<file path="src/rtl/pll_prog_seq.sv">
module pll_prog_seq #(
  parameter int N_W      = 4,
  parameter int M_W      = 10,
  parameter int RNG_W    = 6,
  parameter int FREQ_W   = 12,
  parameter int PDIV_W   = 4,
  parameter int CP_LIMIT = 1150,
  parameter int CTRL_W   = 32,
  parameter int CKSEL_LSB = 18,
  parameter int SHADOW_BIT = 16
) (
  input  logic              clk,
  input  logic              rst,
  input  logic              start,
  input  logic [N_W-1:0]    n_div,
  input  logic [M_W-1:0]    m_div,
  input  logic [RNG_W-1:0]  vco_range,
  input  logic [FREQ_W-1:0] tgt_freq,
  input  logic [PDIV_W-1:0] post_div,
  output logic              wr_valid,
  output logic [7:0]        wr_code,
  output logic [7:0]        wr_data,
  input  logic              wr_ready,
  output logic [CTRL_W-1:0] init_ctrl,
  output logic              busy,
  output logic              done
);
  localparam int NUM_WR = 14;
  localparam int STEP_W = 4;
  localparam int PROD_W = FREQ_W + PDIV_W;

  logic [STEP_W-1:0] step;
  logic [N_W-1:0]    n_q;
  logic [M_W-1:0]    m_q;
  logic [RNG_W-1:0]  rng_q;
  logic              cp_hi_q;
  logic [PROD_W-1:0] prod;
  logic [7:0]        m_lo, m_hi, n_byte, rng_byte;

  assign prod     = PROD_W'(tgt_freq) * PROD_W'(post_div);
  assign wr_valid = busy && (step < STEP_W'(NUM_WR));
  assign m_lo     = 8'(m_q[4:0]);
  assign m_hi     = 8'h80 | 8'(m_q[M_W-1:5]);
  assign n_byte   = 8'(n_q);
  assign rng_byte = 8'h40 | 8'(rng_q);

  always_comb begin
    case (step)
      4'd0:    {wr_code, wr_data} = {8'h1F, 8'h01};
      4'd1:    {wr_code, wr_data} = {8'h12, rng_byte};
      4'd2:    {wr_code, wr_data} = {8'h17, n_byte};
      4'd3:    {wr_code, wr_data} = {8'h18, m_lo};
      4'd4:    {wr_code, wr_data} = {8'h18, m_hi};
      4'd5:    {wr_code, wr_data} = {8'h19, 8'h30};
      4'd6:    {wr_code, wr_data} = {8'h0E, cp_hi_q ? 8'h0C : 8'h0B};
      4'd7:    {wr_code, wr_data} = {8'h0F, 8'h00};
      4'd8:    {wr_code, wr_data} = {8'h13, 8'h10};
      4'd9:    {wr_code, wr_data} = {8'h1C, 8'h10};
      4'd10:   {wr_code, wr_data} = {8'h14, 8'h02};
      4'd11:   {wr_code, wr_data} = {8'h15, 8'h60};
      4'd12:   {wr_code, wr_data} = {8'h16, 8'h03};
      4'd13:   {wr_code, wr_data} = {8'h1D, 8'h02};
      default: {wr_code, wr_data} = 16'h0000;
    endcase
  end

  always_ff @(posedge clk) begin
    if (rst) begin
      busy      <= 1'b0;
      done      <= 1'b0;
      step      <= '0;
      init_ctrl <= '0;
      n_q       <= '0;
      m_q       <= '0;
      rng_q     <= '0;
      cp_hi_q   <= 1'b0;
    end else begin
      done <= 1'b0;
      if (!busy) begin
        if (start) begin
          busy    <= 1'b1;
          step    <= '0;
          n_q     <= n_div;
          m_q     <= m_div;
          rng_q   <= vco_range;
          cp_hi_q <= prod > PROD_W'(CP_LIMIT);
        end
      end else if (wr_valid) begin
        if (wr_ready) step <= step + 1'b1;
      end else if (step == STEP_W'(NUM_WR)) begin
        init_ctrl[CKSEL_LSB+1:CKSEL_LSB] <= 2'b01;
        step <= step + 1'b1;
      end else begin
        init_ctrl[SHADOW_BIT] <= 1'b1;
        busy <= 1'b0;
        done <= 1'b1;
      end
    end
  end


  reset_state_chk: assert property (@(posedge clk)
    rst |=> (!busy && !done && !wr_valid && init_ctrl == '0));


  hold_offer_chk: assert property (@(posedge clk) disable iff (rst)
    (wr_valid && !wr_ready) |=> (wr_valid && $stable(wr_code) && $stable(wr_data)));


  done_pulse_chk: assert property (@(posedge clk) disable iff (rst)
    done |=> !done);


  done_idle_chk: assert property (@(posedge clk) disable iff (rst)
    done |-> (!busy && init_ctrl[SHADOW_BIT] && init_ctrl[CKSEL_LSB+1:CKSEL_LSB] == 2'b01));


  busy_start_chk: assert property (@(posedge clk) disable iff (rst)
    (busy && start) |=> ($stable(n_q) && $stable(m_q) && $stable(rng_q)));


  idle_quiet_chk: assert property (@(posedge clk) disable iff (rst)
    !busy |-> !wr_valid);
endmodule

</file>
<file path="config.mk">
export PLATFORM = sky130hd
export DESIGN_NAME = pll_prog_seq
export DESIGN_NICKNAME = d
export VERILOG_FILES = /design/src/rtl/pll_prog_seq.sv
export SDC_FILE = /design/constraint.sdc
export NUM_CORES = 1
export LEC_CHECK = 0
export BUFFER_PORTS_ARGS = -buffer_cell sky130_fd_sc_hd__buf_2
export CAP_MARGIN = 20
export CELL_PAD_IN_SITES_DETAIL_PLACEMENT = 1
export CELL_PAD_IN_SITES_GLOBAL_PLACEMENT = 1
export CORE_ASPECT_RATIO = 0.5
export CORE_MARGIN = 2
export CORE_UTILIZATION = 25
export CTS_CLUSTER_DIAMETER = 100
export DETAILED_ROUTE_END_ITERATION = 10
export PLACE_DENSITY_LB_ADDON = 0.05
export SKIP_CTS_REPAIR_TIMING = 1
export SLEW_MARGIN = 25
export SYNTH_ARGS = -nofsm -noshare
export SYNTH_HDL_FRONTEND = slang
export SYNTH_SLANG_ARGS = --single-unit
</file>
<file path="constraint.sdc">
create_clock -name clk -period 11.2 [get_ports clk]
set_input_delay 2.24 -clock clk [delete_from_list [all_inputs] [get_ports clk]]
set_output_delay 2.24 -clock clk [all_outputs]
set_load 0.005 [all_outputs]
</file>
# == After elaboration in Yosys (flattened, before gate mapping) ==
# Cells that the tools add are included.
# op_classes
reduce_logical,11
addsub,1
n_eq_ne,16
n_mul,1
muxes,13
bitwise_logic,3
n_lt_le_gt_ge,2
# op_table
cell,n
$pmux W8 S11,1
$pmux W5 S13,1
$eq A4 B4 Y1 const B,7
$mux W4,5
$eq A4 B3 Y1 const B,4
$gt A16 B11 Y1 const B,1
$mul A12 B4 Y16,1
$reduce_and A3 Y1,3
$eq A4 B2 Y1 const B,2
$reduce_or A2 Y1,3
$mux W1,5
$add A4 B1 Y4 const B,1
$eq A4 B1 Y1 const B,1
$logic_not A4 Y1,1
$lt A4 B4 Y1 const B,1
$mux W3,1
$ne A3 B2 Y1 const B,1
$ne A3 B3 Y1 const B,1
$not A1 Y1,3
$reduce_or A3 Y1,1
$reduce_and A2 Y1,1
$reduce_bool A2 Y1,1
$logic_and A1 B1 Y1,1
# word_totals
regBits,29
output_inout_bits,51
elab_cells,56
input_bits,40

# == Longest topological paths before layout ==
# depth
ltp_word,4
ltp_mapped,15
ltp_nobuf,13

# == Worst setup path after synthesis ==
# OpenSTA, ideal clock, no wires.
# synth_timing
kind,input to register
startpoint,input post_div[3]
endpoint,register cp_hi_q
setup_time_ps,133
arrival_time_ps,5187
required_time_ps,11067
cell_stages,14
path_buffers,1
slack_ps,5880
cell_sequence,clkbuf_1 and2_1 fa_1 inv_1 fa_1 inv_1 ha_1 o21a_1 o21ai_1 a311oi_1 or2_0 or3_1 a21oi_1 a311oi_1
# synth_between
elab_chain_len,2
# synth_lines
item,line_no,rtl
"start, declared",19,"input logic [PDIV_W-1:0] post_div,"
$mul A12 B4 Y16,40,assign prod = PROD_W'(tgt_freq) * PROD_W'(post_div);
$gt A16 B11 Y1,86,cp_hi_q <= prod > PROD_W'(CP_LIMIT);
"end signal, assigned",86,
"end, declared",36,logic cp_hi_q;
# No other way between the ends.
# A chain may end at the register's enable or synchronous reset.

# == Worst setup path in the final report ==
# Ends and elaborated chain as after synthesis.

==> impl_metrics.py <==
metrics = {
    "floorplan": {
        "start_util_pct": 25.7,
        "die_w_um": 165,
        "io_pins": 91,
        "die_h_um": 84.6,
        "design.die.area_sq_um": 14000,
        "std_cell_rows": 29,
        "core_sq_um": 12700,
    },
    "power_and_ir_drop": {
        "clkPwrFrac_pct": 33.6,
        "peakVddDrop_uv": 45.8,
        "switching_share_pct": 35.0,
        "internal_power_uw": 271,
        "seq_power_share_pct": 26.9,
        "p_leak_uw": 0.00174,
        "p_per_area_nw_per_um2": 113,
        "power.switching_uw": 146,
        "comb_power_share_pct": 39.5,
    },
    "drt": {
        "vias_per_cell": 4.45,
        "vias": 2893,
        "wl_per_cell_um": 13.4,
        "wl_met2_mm": 3.67,
        "met1Wirelength_mm": 4.55,
        "drt_iter0_markers": 160,
        "dr_wl_met3_um": 395,
        "drcViolationCount": 0,
        "firstDrtPassIters": 6,
        "dr.max_layer_used": "met4",
        "ant_nets": 0,
        "wl_mm": 8.70,
    },
    "clock_tree": {
        "clock-sinks": 29,
        "cts_buffers": 5,
        "clock-root-buffer": "clkbuf_16",
        "clk_latency_ns": 0.27,
        "cts_htree_levels": 2,
        "path_clk_slew_ns": 0.05,
        "cts_tree": "yes",
        "clockBufferDepth": 2,
    },
    "worst_hold_path": {
        "hold_depth": 2,
        "min_path_type": "flop to flop",
    },
    "timing": {
        "max_freq_ghz": 0.187,
        "slew_viol_final": 0,
        "setup-tns-final_ns": 0,
        "tightest_slew_ns": 0.870,
        "hold_viol": 0,
        "final-setup-viol-count": 0,
        "clock_skew_ns": 0.00424,
        "min_period_ns": 5.34,
        "rsz0062_at_grt": "false",
        "min_period_over_period_pct": 47.7,
        "maxSlewHeadroom_pct": 42.0,
        "finalWorstSetupSlack_ns": 5.86,
    },
    "layout": {
        "final_nets": 563,
        "areaGrowthSynthToFinish_pct": 13.6,
        "layout-drive-gt1-share_pct": 14.2,
        "num_antenna_cells": 0,
    },
    "global_routing": {
        "grt_max_degree": 30,
        "antenna_found_initial": 0,
        "grt_pass1_vias": 2970,
        "grt.total_usage_pct": 13.1,
        "grt_overflow": 0,
        "grt_pass1_wl_mm": 14.8,
    },
    "worst_setup_path": {
        "arrival_ns": 5.47,
        "start_kind": "input port",
        "required_ns": 11.33,
        "cp-end-kind": "flop",
        "rr_worst_depth": 7,
        "critical_path_class": "input port to flop",
        "critPathMaxFanout": 12,
        "r2r_slack_ns": 8.82,
    },
    "place": {
        "pre_cts_slack_ns": 5.56,
        "io_buffers": 57,
        "dp_hpwl_mm": 6.76,
        "place.gp.congestion": 0.708,
    },
    "yosys": {
        "synth_seq_cells": 29,
        "yosysWarnings": 0,
        "synth_cell_types": 46,
        "synth.most_common_cell": "nand2_1",
        "yosysTopAreaCell": "dfxtp_1",
        "synth_area_leaders": "dfxtp_1, fa_1, ha_1, buf_4, nand2_1",
        "syn_area_sq_um": 3250,
        "synthCells": 438,
        "synthDominantCellAreaShare_pct": 17.9,
        "async_flop_share_pct": 0,
        "yosysSeqAreaShare_pct": 17.9,
        "synthFlopType": "dfxtp_1",
        "synth_edf_count": 0,
        "synth_top_cells_by_count": "nand2_1, a21oi_1, inv_1, and2_1, buf_4",
        "avgSynthCellArea_sq_um": 7.42,
    },
    "run_status": {
        "outcome": "complete, no violations",
    },
    "flow_run": {
        "drv_cap": 0,
    },
}
worst max-delay path, stage by stage:
cell and delay [ns]:
buf_2 0.17, and2_1 0.17, fa_1 0.53, inv_1 0.05, fa_1 0.53, inv_1 0.04, ha_1 0.40, a21o_2 0.25
nand2_1 0.10, a311oi_1 0.13, or2_0 0.25, or3_1 0.35, a21oi_1 0.15, a311oi_1 0.10
area by class of cell:
type	instances	area, sq um
inverter	41	154
timing repair buffer	57	285
clock buffer	7	153
multi-input combinational	345	2300
sequential	29	581
clock inverter	1	5.00
tap	170	213
fill	1588	8970
kinds of logic (layout without fill, tap and decap cells):
group,after synthesis,after routing,share of synthesized area [%]
and+or+nand+nor,164,164,24.1
buffers and inverters,96,106,15.2
AOI/OAI and AO/OA,91,91,17.5
adders and majority gates,44,44,21.6
DFF,29,29,17.9
xor gates and xnor gates,11,11,2.96
muxes,2,2,0.616
other,1,33,0.115
state kept, by name, indices dropped and copies added (netlist names):
signal	count
step	4
m_q	10
busy	1
rng_q	6
cp_hi_q	1
n_q	4
init_ctrl	2
done	1
per-stage QoR:
step / instance area (sq um) / total power, uW / util (%) / cells / hold WS (ns)
2_1_floorplan: 3370 / 247 / - / 470 / 0.433
3_5_place_dp: 3530 / 281 / 27.9 / 642 / 0.449
3_3_place_gp: 3530 / 282 / 27.9 / 642 / 0.444
4_1_cts: 3690 / 426 / 29.1 / 650 / 0.455
5_1_grt: 3690 / 456 / 29.1 / 650 / 0.472
6_report: 3690 / 417 / 29.1 / 650 / 0.455
final timing paths:
check                                          start              endpoint
worst max-delay path                     post_div[3]  cp_hi_q$_SDFFE_PP0P_
worst min register to register   m_q[0]$_SDFFE_PP0P_   m_q[0]$_SDFFE_PP0P_
worst min-delay path             m_q[0]$_SDFFE_PP0P_   m_q[0]$_SDFFE_PP0P_
worst max register to register  step[2]$_SDFFE_PP0P_  step[3]$_SDFFE_PP0P_
layout by cell type (no fill, tap or decap), drive strengths merged, types with 3 or more instances in the layout:
| cell type | Yosys | routed |
|---|---|---|
| a21o | 7 | 7 |
| nor2b | 3 | 3 |
| nor2 | 23 | 23 |
| clkbuf | 21 | 7 |
| nand4 | 3 | 3 |
| o31ai | 3 | 3 |
| and2 | 37 | 37 |
| fa | 20 | 20 |
| ha | 24 | 24 |
| a211oi | 5 | 5 |
| nor3 | 8 | 8 |
| conb | 1 | 33 |
| nand3 | 9 | 9 |
| or3 | 3 | 3 |
| a21oi | 43 | 43 |
| nand2 | 66 | 66 |
| nand2b | 5 | 5 |
| inv | 41 | 41 |
| o21ai | 12 | 12 |
| a221oi | 3 | 3 |
| buf | 34 | 57 |
| xnor2 | 10 | 10 |
| and3 | 4 | 4 |
| dfxtp | 29 | 29 |
metal layers:
metal  GRT usage (%)  vias to the layer above
li1                -                     1462
met1            19.0                     1346
met2            20.9                       78
met3            1.33                        7
met4            3.32                        0
met5               0                        -
power groups by stage:
stage,registers (uW),logic (uW),clock network (uW)
3_5_place_dp,114,166,0
6_report,112,165,140
4_1_cts,112,168,146
5_1_grt,113,193,150
2_1_floorplan,113,134,0
3_3_place_gp,114,168,0
Power figures use the tool's default switching activity.
